===== config.mk =====
export PLATFORM = sky130hd
export DESIGN_NAME = nor_cmd_seq
export DESIGN_NICKNAME = d
export VERILOG_FILES = /design/src/rtl/nor_seq_pkg.sv /design/src/rtl/nor_poll_limit.sv /design/src/rtl/nor_lane_status.sv /design/src/rtl/nor_id_check.sv /design/src/rtl/nor_bus_drive.sv /design/src/rtl/nor_cmd_seq.sv
export SDC_FILE = /design/constraint.sdc
export NUM_CORES = 1
export LEC_CHECK = 0
export CAP_MARGIN = 5
export CORE_UTILIZATION = 45
export CTS_CLUSTER_DIAMETER = 40
export DETAILED_ROUTE_END_ITERATION = 12
export GPL_TIMING_DRIVEN = 0
export HOLD_SLACK_MARGIN = 0.08
export PLACE_DENSITY_LB_ADDON = 0.3
export SLEW_MARGIN = 20
export SYNTH_ARGS = -nofsm -noshare
export SYNTH_HDL_FRONTEND = slang
export SYNTH_SLANG_ARGS = --single-unit

===== constraint.sdc =====
create_clock -name clk -period 1.6 [get_ports clk]
set_input_delay 0.32 -clock clk [delete_from_list [all_inputs] [get_ports clk]]
set_output_delay 0.32 -clock clk [all_outputs]
set_load 0.005 [all_outputs]

===== src/rtl/nor_seq_pkg.sv =====
// Package: shared encodings for the NOR flash command sequencer.
// Assumes command bytes sit in the low byte of each 16-bit device lane.
package nor_seq_pkg;

    typedef enum logic [1:0] {
        OP_ERASE = 2'd0,
        OP_PROG  = 2'd1,
        OP_PROBE = 2'd2,
        OP_NONE  = 2'd3
    } seq_op_e;

    typedef enum logic [4:0] {
        S_IDLE,
        S_ER_SETUP,
        S_ER_CONF,
        S_PG_SETUP,
        S_PG_DATA,
        S_ST_CMD,
        S_ST_RD,
        S_ST_WAIT,
        S_RA_CMD,
        S_VF_RD,
        S_VF_WAIT,
        S_ID_CMD,
        S_ID_RD0,
        S_ID_RD1,
        S_ID_WAIT,
        S_ID_RA,
        S_FIN
    } seq_state_e;

    localparam logic [7:0] CMD_ARRAY   = 8'hFF;
    localparam logic [7:0] CMD_IDENT   = 8'h90;
    localparam logic [7:0] CMD_ER_SET  = 8'h20;
    localparam logic [7:0] CMD_CONFIRM = 8'hD0;
    localparam logic [7:0] CMD_PG_SET  = 8'h40;
    localparam logic [7:0] CMD_STATUS  = 8'h70;

    localparam int LANE_W  = 16;
    localparam int RDY_BIT = 7;
    localparam int ER_BIT  = 5;
    localparam int PG_BIT  = 4;

    localparam logic [15:0] ID_MAKER = 16'h0089;
    localparam logic [15:0] ID_DEV_T = 16'h88F3;
    localparam logic [15:0] ID_DEV_B = 16'h88F4;

endpackage


===== src/rtl/nor_poll_limit.sv =====
// Module: counts not-ready status polls and flags the last allowed one.
// Assumes clr is asserted while idle, before every job.
module nor_poll_limit #(
    parameter int POLL_MAX = 16
) (
    input  logic clk,
    input  logic rst_n,
    input  logic clr,
    input  logic inc,
    output logic at_limit
);
    localparam int CW = $clog2(POLL_MAX + 1);

    logic [CW-1:0] cnt_q;

    // Counts not-ready polls of the current job.
    always_ff @(posedge clk) begin
        if (!rst_n || clr) begin
            cnt_q <= '0;
        end else if (inc) begin
            cnt_q <= cnt_q + 1'b1;
        end
    end

    assign at_limit = (cnt_q == CW'(POLL_MAX - 1));

    p_cnt_below_max_r9: assert property (@(posedge clk) disable iff (!rst_n)
        inc |-> (cnt_q < CW'(POLL_MAX)));
endmodule


===== src/rtl/nor_lane_status.sv =====
// Module: reduces per-lane status bits and keeps the error flags of the final poll.
// Assumes each input vector holds one bit per device lane.
module nor_lane_status #(
    parameter int LANES = 2
) (
    input  logic             clk,
    input  logic             rst_n,
    input  logic             clr,
    input  logic             capture,
    input  logic [LANES-1:0] rdy_v,
    input  logic [LANES-1:0] er_v,
    input  logic [LANES-1:0] pg_v,
    output logic             ready_all,
    output logic             er_q,
    output logic             pg_q
);
    assign ready_all = &rdy_v;

    // Holds the erase and program error flags of the final status word.
    always_ff @(posedge clk) begin
        if (!rst_n || clr) begin
            er_q <= 1'b0;
            pg_q <= 1'b0;
        end else if (capture) begin
            er_q <= |er_v;
            pg_q <= |pg_v;
        end
    end

    p_capture_only_ready_r3: assert property (@(posedge clk) disable iff (!rst_n)
        capture |-> ready_all);
endmodule


===== src/rtl/nor_id_check.sv =====
// Module: decides whether the two identifier words name a supported device.
// Assumes every lane carries the same code; all lanes must agree on one device.
module nor_id_check #(
    parameter int LANES = 2
) (
    input  logic [16*LANES-1:0] maker_w,
    input  logic [16*LANES-1:0] dev_w,
    output logic                match
);
    import nor_seq_pkg::*;

    logic [LANES-1:0] mk_ok, dv_t, dv_b;

    for (genvar l = 0; l < LANES; l++) begin : g_lane
        assign mk_ok[l] = (maker_w[l*LANE_W +: LANE_W] == ID_MAKER);
        assign dv_t[l]  = (dev_w[l*LANE_W +: LANE_W]   == ID_DEV_T);
        assign dv_b[l]  = (dev_w[l*LANE_W +: LANE_W]   == ID_DEV_B);
    end

    assign match = (&mk_ok) && ((&dv_t) || (&dv_b));
endmodule


===== src/rtl/nor_bus_drive.sv =====
// Module: decodes the sequencer state into one bus cycle of write or read.
// Assumes the state and operands are registered, so the outputs do not glitch.
module nor_bus_drive #(
    parameter int AW    = 20,
    parameter int LANES = 2
) (
    input  nor_seq_pkg::seq_state_e state,
    input  logic [AW-1:0]           op_addr,
    input  logic [16*LANES-1:0]     op_data,
    output logic [AW-1:0]           bus_addr,
    output logic [16*LANES-1:0]     bus_wdata,
    output logic                    bus_we,
    output logic                    bus_re
);
    import nor_seq_pkg::*;

    localparam int DW = 16 * LANES;

    function automatic logic [DW-1:0] rep(input logic [7:0] c);
        return {LANES{8'h00, c}};
    endfunction

    // Selects the strobe, address and data for the current state.
    always_comb begin
        bus_we    = 1'b0;
        bus_re    = 1'b0;
        bus_addr  = op_addr;
        bus_wdata = '0;
        unique case (state)
            S_ER_SETUP: begin bus_we = 1'b1; bus_wdata = rep(CMD_ER_SET);  end
            S_ER_CONF:  begin bus_we = 1'b1; bus_wdata = rep(CMD_CONFIRM); end
            S_PG_SETUP: begin bus_we = 1'b1; bus_wdata = rep(CMD_PG_SET);  end
            S_PG_DATA:  begin bus_we = 1'b1; bus_wdata = op_data;          end
            S_ST_CMD:   begin bus_we = 1'b1; bus_wdata = rep(CMD_STATUS);  end
            S_ST_RD:    begin bus_re = 1'b1;                               end
            S_RA_CMD:   begin bus_we = 1'b1; bus_wdata = rep(CMD_ARRAY);   end
            S_VF_RD:    begin bus_re = 1'b1;                               end
            S_ID_CMD:   begin bus_we = 1'b1; bus_wdata = rep(CMD_IDENT); bus_addr = '0; end
            S_ID_RD0:   begin bus_re = 1'b1; bus_addr = '0;                end
            S_ID_RD1:   begin bus_re = 1'b1; bus_addr = AW'(1);            end
            S_ID_RA:    begin bus_we = 1'b1; bus_wdata = rep(CMD_ARRAY); bus_addr = '0; end
            default:    begin end
        endcase
    end
endmodule


===== src/rtl/nor_cmd_seq.sv =====
// Module: top of the NOR flash command sequencer (erase, program, probe).
// Assumes bus read data arrives one cycle after bus_re; requests are taken only when idle.
module nor_cmd_seq #(
    parameter int AW       = 20,
    parameter int LANES    = 2,
    parameter int POLL_MAX = 16
) (
    input  logic                clk,
    input  logic                rst_n,
    input  logic                req_start,
    input  logic [1:0]          req_op,
    input  logic [AW-1:0]       req_addr,
    input  logic [16*LANES-1:0] req_data,
    output logic                rsp_done,
    output logic                rsp_err,
    output logic                rsp_timeout,
    output logic                rsp_match,
    output logic [AW-1:0]       bus_addr,
    output logic [16*LANES-1:0] bus_wdata,
    output logic                bus_we,
    output logic                bus_re,
    input  logic [16*LANES-1:0] bus_rdata
);
    import nor_seq_pkg::*;

    localparam int DW = 16 * LANES;

    function automatic logic [DW-1:0] rep(input logic [7:0] c);
        return {LANES{8'h00, c}};
    endfunction

    seq_state_e       state;
    seq_op_e          op_q;
    logic [AW-1:0]    addr_q;
    logic [DW-1:0]    data_q;
    logic [DW-1:0]    maker_q, dev_q;
    logic             tmo_q, vfail_q;
    logic [LANES-1:0] rdy_v, er_v, pg_v;
    logic             ready_all, er_q, pg_q, at_limit, id_match, fail;
    logic             in_wait;

    // Picks the status bits of each lane out of the read word.
    for (genvar l = 0; l < LANES; l++) begin : g_lane
        assign rdy_v[l] = bus_rdata[l*LANE_W + RDY_BIT];
        assign er_v[l]  = bus_rdata[l*LANE_W + ER_BIT];
        assign pg_v[l]  = bus_rdata[l*LANE_W + PG_BIT];
    end

    assign in_wait = (state == S_ST_WAIT);

    nor_lane_status #(.LANES(LANES)) u_status (
        .clk(clk), .rst_n(rst_n), .clr(state == S_IDLE),
        .capture(in_wait && ready_all),
        .rdy_v(rdy_v), .er_v(er_v), .pg_v(pg_v),
        .ready_all(ready_all), .er_q(er_q), .pg_q(pg_q)
    );

    nor_poll_limit #(.POLL_MAX(POLL_MAX)) u_poll (
        .clk(clk), .rst_n(rst_n), .clr(state == S_IDLE),
        .inc(in_wait && !ready_all), .at_limit(at_limit)
    );

    nor_id_check #(.LANES(LANES)) u_id (
        .maker_w(maker_q), .dev_w(dev_q), .match(id_match)
    );

    nor_bus_drive #(.AW(AW), .LANES(LANES)) u_drive (
        .state(state), .op_addr(addr_q), .op_data(data_q),
        .bus_addr(bus_addr), .bus_wdata(bus_wdata),
        .bus_we(bus_we), .bus_re(bus_re)
    );

    // Main sequencer: accepts requests when idle and steps through bus cycles.
    always_ff @(posedge clk) begin
        if (!rst_n) begin
            state   <= S_IDLE;
            op_q    <= OP_NONE;
            addr_q  <= '0;
            data_q  <= '0;
            maker_q <= '0;
            dev_q   <= '0;
            tmo_q   <= 1'b0;
            vfail_q <= 1'b0;
        end else begin
            unique case (state)
                S_IDLE: begin
                    if (req_start && seq_op_e'(req_op) != OP_NONE) begin
                        op_q    <= seq_op_e'(req_op);
                        addr_q  <= (seq_op_e'(req_op) == OP_PROBE) ? '0 : req_addr;
                        data_q  <= req_data;
                        tmo_q   <= 1'b0;
                        vfail_q <= 1'b0;
                        unique case (seq_op_e'(req_op))
                            OP_ERASE: state <= S_ER_SETUP;
                            OP_PROG:  state <= S_PG_SETUP;
                            default:  state <= S_ID_CMD;
                        endcase
                    end
                end
                S_ER_SETUP: state <= S_ER_CONF;
                S_ER_CONF:  state <= S_ST_CMD;
                S_PG_SETUP: state <= S_PG_DATA;
                S_PG_DATA:  state <= S_ST_CMD;
                S_ST_CMD:   state <= S_ST_RD;
                S_ST_RD:    state <= S_ST_WAIT;
                S_ST_WAIT: begin
                    if (ready_all) begin
                        state <= S_RA_CMD;
                    end else if (at_limit) begin
                        tmo_q <= 1'b1;
                        state <= S_RA_CMD;
                    end else begin
                        state <= S_ST_CMD;
                    end
                end
                S_RA_CMD:   state <= (op_q == OP_PROG && !tmo_q) ? S_VF_RD : S_FIN;
                S_VF_RD:    state <= S_VF_WAIT;
                S_VF_WAIT: begin
                    vfail_q <= (bus_rdata != data_q);
                    state   <= S_FIN;
                end
                S_ID_CMD:   state <= S_ID_RD0;
                S_ID_RD0:   state <= S_ID_RD1;
                S_ID_RD1: begin
                    maker_q <= bus_rdata;
                    state   <= S_ID_WAIT;
                end
                S_ID_WAIT: begin
                    dev_q <= bus_rdata;
                    state <= S_ID_RA;
                end
                S_ID_RA:    state <= S_FIN;
                default:    state <= S_IDLE;
            endcase
        end
    end

    // Combines the recorded flags into the job result.
    always_comb begin
        unique case (op_q)
            OP_ERASE: fail = er_q || tmo_q;
            OP_PROG:  fail = pg_q || tmo_q || vfail_q;
            default:  fail = 1'b0;
        endcase
    end

    assign rsp_done    = (state == S_FIN);
    assign rsp_err     = rsp_done && fail;
    assign rsp_timeout = rsp_done && tmo_q;
    assign rsp_match   = rsp_done && (op_q == OP_PROBE) && id_match;

    p_no_we_re_overlap_r12: assert property (@(posedge clk) disable iff (!rst_n)
        !(bus_we && bus_re));
    p_confirm_after_setup_r2: assert property (@(posedge clk) disable iff (!rst_n)
        (state == S_ER_SETUP) |=> (bus_we && bus_wdata == rep(CMD_CONFIRM) && $stable(bus_addr)));
    p_data_after_pgsetup_r6: assert property (@(posedge clk) disable iff (!rst_n)
        (bus_we && state == S_PG_SETUP) |=> (bus_we && $stable(bus_addr)));
    p_read_after_status_r3: assert property (@(posedge clk) disable iff (!rst_n)
        (bus_we && bus_wdata == rep(CMD_STATUS) && state == S_ST_CMD) |=> (bus_re && $stable(bus_addr)));
    p_done_single_r11: assert property (@(posedge clk) disable iff (!rst_n)
        rsp_done |=> !rsp_done);
    p_timeout_is_err_r9: assert property (@(posedge clk) disable iff (!rst_n)
        rsp_timeout |-> rsp_err);
    p_quiet_after_done_r10: assert property (@(posedge clk) disable iff (!rst_n)
        rsp_done |=> (!bus_we && !bus_re));
endmodule


==> metrics.cfg <==
[run_status]
status=finished, violations left
violations=setup timing

[sta]
rsz0062_at_grt=yes
post-route-period-util=1.54
slew_viol_final=0
fin_ws_ps=-867
max_freq_mhz=405
skew_ps=17.6
slew_headroom=0.471
tightest_slew_ps=793
final-setup-viol-count=184
holdWs_ps=449
hold_viol=0
fin_crit_ps=2470
final.setup.tns_ps=-67750

[synthesis]
synth_top_family_by_area=simple AND/OR/NAND/NOR gates
synth_compound_area_frac=0.157
synthSimpleGateAreaFrac=0.306
synth_top_area_cell=dfxtp_1
synth.distinct_cells=54
synth_fp_nets=887
synth_top_area_share=0.431
synth-seq-cells=132
synth_async_sr_flop_share=0
synth_area_leaders=dfxtp_1, nand2_1, a21oi_1
yosysSeqAreaShare=0.431
synth_xor_xnor_area_share=0.0529
syn_avg_cell_area_um2=7.70
ys_warn_count=0
synthAdderAreaFrac=0.00408
synth_edf_count=0
yosys_most_used_dff=dfxtp_1
synth_area_mm2=0.00613
synthCells=796
synthMuxAreaShare=0.00327

[setup_path]
critPathKind=flip-flop to output pin
path_max_fanout=2
rrSetupSlack_ps=-360
cp-end-kind=output pin
crit_required_ps=1280
arrival_ps=2150
r2r-end=maker_q[3]
start_kind=flip-flop
reg2reg_from=state[2]
worstRegToRegCells=11

[clocking]
ctsHoldBuffers=0
clockBufferDepth=2
cts_tree=yes
path_clk_slew_ps=60
insertion_delay_ps=450
clock-root-buffer=clkbuf_16
clkSinkCount=132
h-tree-depth=4
cts_buffers=17

[final_layout]
post-route-util=0.815
mostFrequentLayoutCells=nand2_1, dfxtp_1, clkdlybuf4s50_1, buf_6, a21oi_1
antenna_cells=0
fin_cells=1249
nNetsFinal=1151
layout_commonest_cell=nand2_1
area_delta_synth_final_pct=76.1
fill_cells=638
post-route-cell-area_mm2=0.0108
layout-drive-gt1-share=0.422

[placement]
placed_cells=1118
routabilityCongestion=0.894
hpwl_mm=14.7
pre_cts_ws_ps=-848
portBuffers=146
place_area_mm2=0.00782

[floorplanning]
die_area_mm2=0.0141
die_w_um=119
die_h_um=119
initial_core_util=0.463
row_count=42
io_pins=147
core_area_mm2=0.0132

[routing]
firstDrtPassIters=7
routedWlPerCell_um=25.3
drt_iter0_drc=972
viasPerCell=6.31
ant_nets=0
drt-total-wl_mm=31.7
vias=7876
drcViolationCount=0

[global_routing]
grt_pass1_wl_mm=34.5
grt.total_usage=0.319
antenna_found_initial=0
grt_max_degree=17
grt_pass1_vias=6540
overflow=0

[hold_path]
hp-class=flip-flop to flip-flop
whs_path_depth=2
hp-start=maker_q[9]
holdPathEnd=maker_q[9]

[power_and_ir_drop]
leakage_nw=4.24
peakVddDrop_v=0.00123
finalPower_mw=15.4
power_density_mw_per_mm2=1430

[run]
maxCapViolCount=0

synth_stat cells (all sizes together) (9+ instances only):
cell	instances
nor4b	9
and2	17
nand3	25
nor3	10
o21ai	12
buf	24
dfxtp	132
nor2b	22
clkbuf	32
xnor2	34
nand4	10
nand2	223
nor2	30
a21oi	131
a21o	14
sequential cells by signal (all words and copies together), names as in the netlist:
register / count
u_status.er_q: 1
tmo_q: 1
maker_q: 32
u_status.pg_q: 1
addr_q: 20
vfail_q: 1
op_q: 2
data_q: 32
u_poll.cnt_q: 5
dev_q: 32
state: 5
kinds of logic (layout without fill, tap and decap cells):
group           count (synthesis)  after routing
compound gates                173            173
xor+xnor                       37             37
fa+ha+maj                       2              2
buf+inv                        63            339
flops                         132            132
mux                             2              2
simple gates                  387            388
final cells by class:
class / instances / area [um^2] / share of cell area
flip-flops and latches: 132 / 2660 / 0.247
plain buffers: 49 / 499 / 0.0463
inverters: 7 / 28.8 / 0.00267
clock buffers: 21 / 460 / 0.0427
clock inverters: 11 / 151 / 0.0140
multi-input cells: 602 / 4280 / 0.397
well taps: 176 / 220 / 0.0204
repair buffers: 251 / 2490 / 0.231
how the worst max path moves through the flow:
stage,startpoint,slack (ps),cells past startpoint,to
after floorplan,maker_q[8],-80,4,rsp_match
after global placement,state[3],-850,7,rsp_match
after detailed placement,state[3],-850,7,rsp_match
after CTS,dev_q[0],-790,5,rsp_match
after global routing,dev_q[0],-920,5,rsp_match
final,dev_q[0],-870,5,rsp_match
worst max-delay path, stage by stage (launching register included):
cell and delay (ps):
dfxtp_2 330, or4b_4 530, nor3b_2 250, o2111ai_2 220
nor4_2 210, buf_2 160
metal layers:
metal / track usage / share of wire / vias up
li1: - / - / 3228
met1: 0.379 / 0.34 / 3725
met2: 0.526 / 0.46 / 691
met3: 0.0903 / 0.11 / 232
met4: 0.161 / 0.084 / 0
met5: 0 / 0 / -
power breakdown:
part | internal (mW) | total [mW] | switching, mW | leakage (nW)
clock | 2.54 | 4.21 | 1.67 | 0.286
combinational | 3.54 | 7.08 | 3.54 | 2.88
sequential | 3.62 | 4.15 | 0.529 | 1.07
total | 9.70 | 15.4 | 5.74 | 4.24
what timing repair did:
item,CTS,global route
cloned,3,11
pin swaps,27,103
buffers inserted,44,55
setup endpoints to repair,177,185
gates resized for setup,382,330
(Power assumes the default switching activity.)
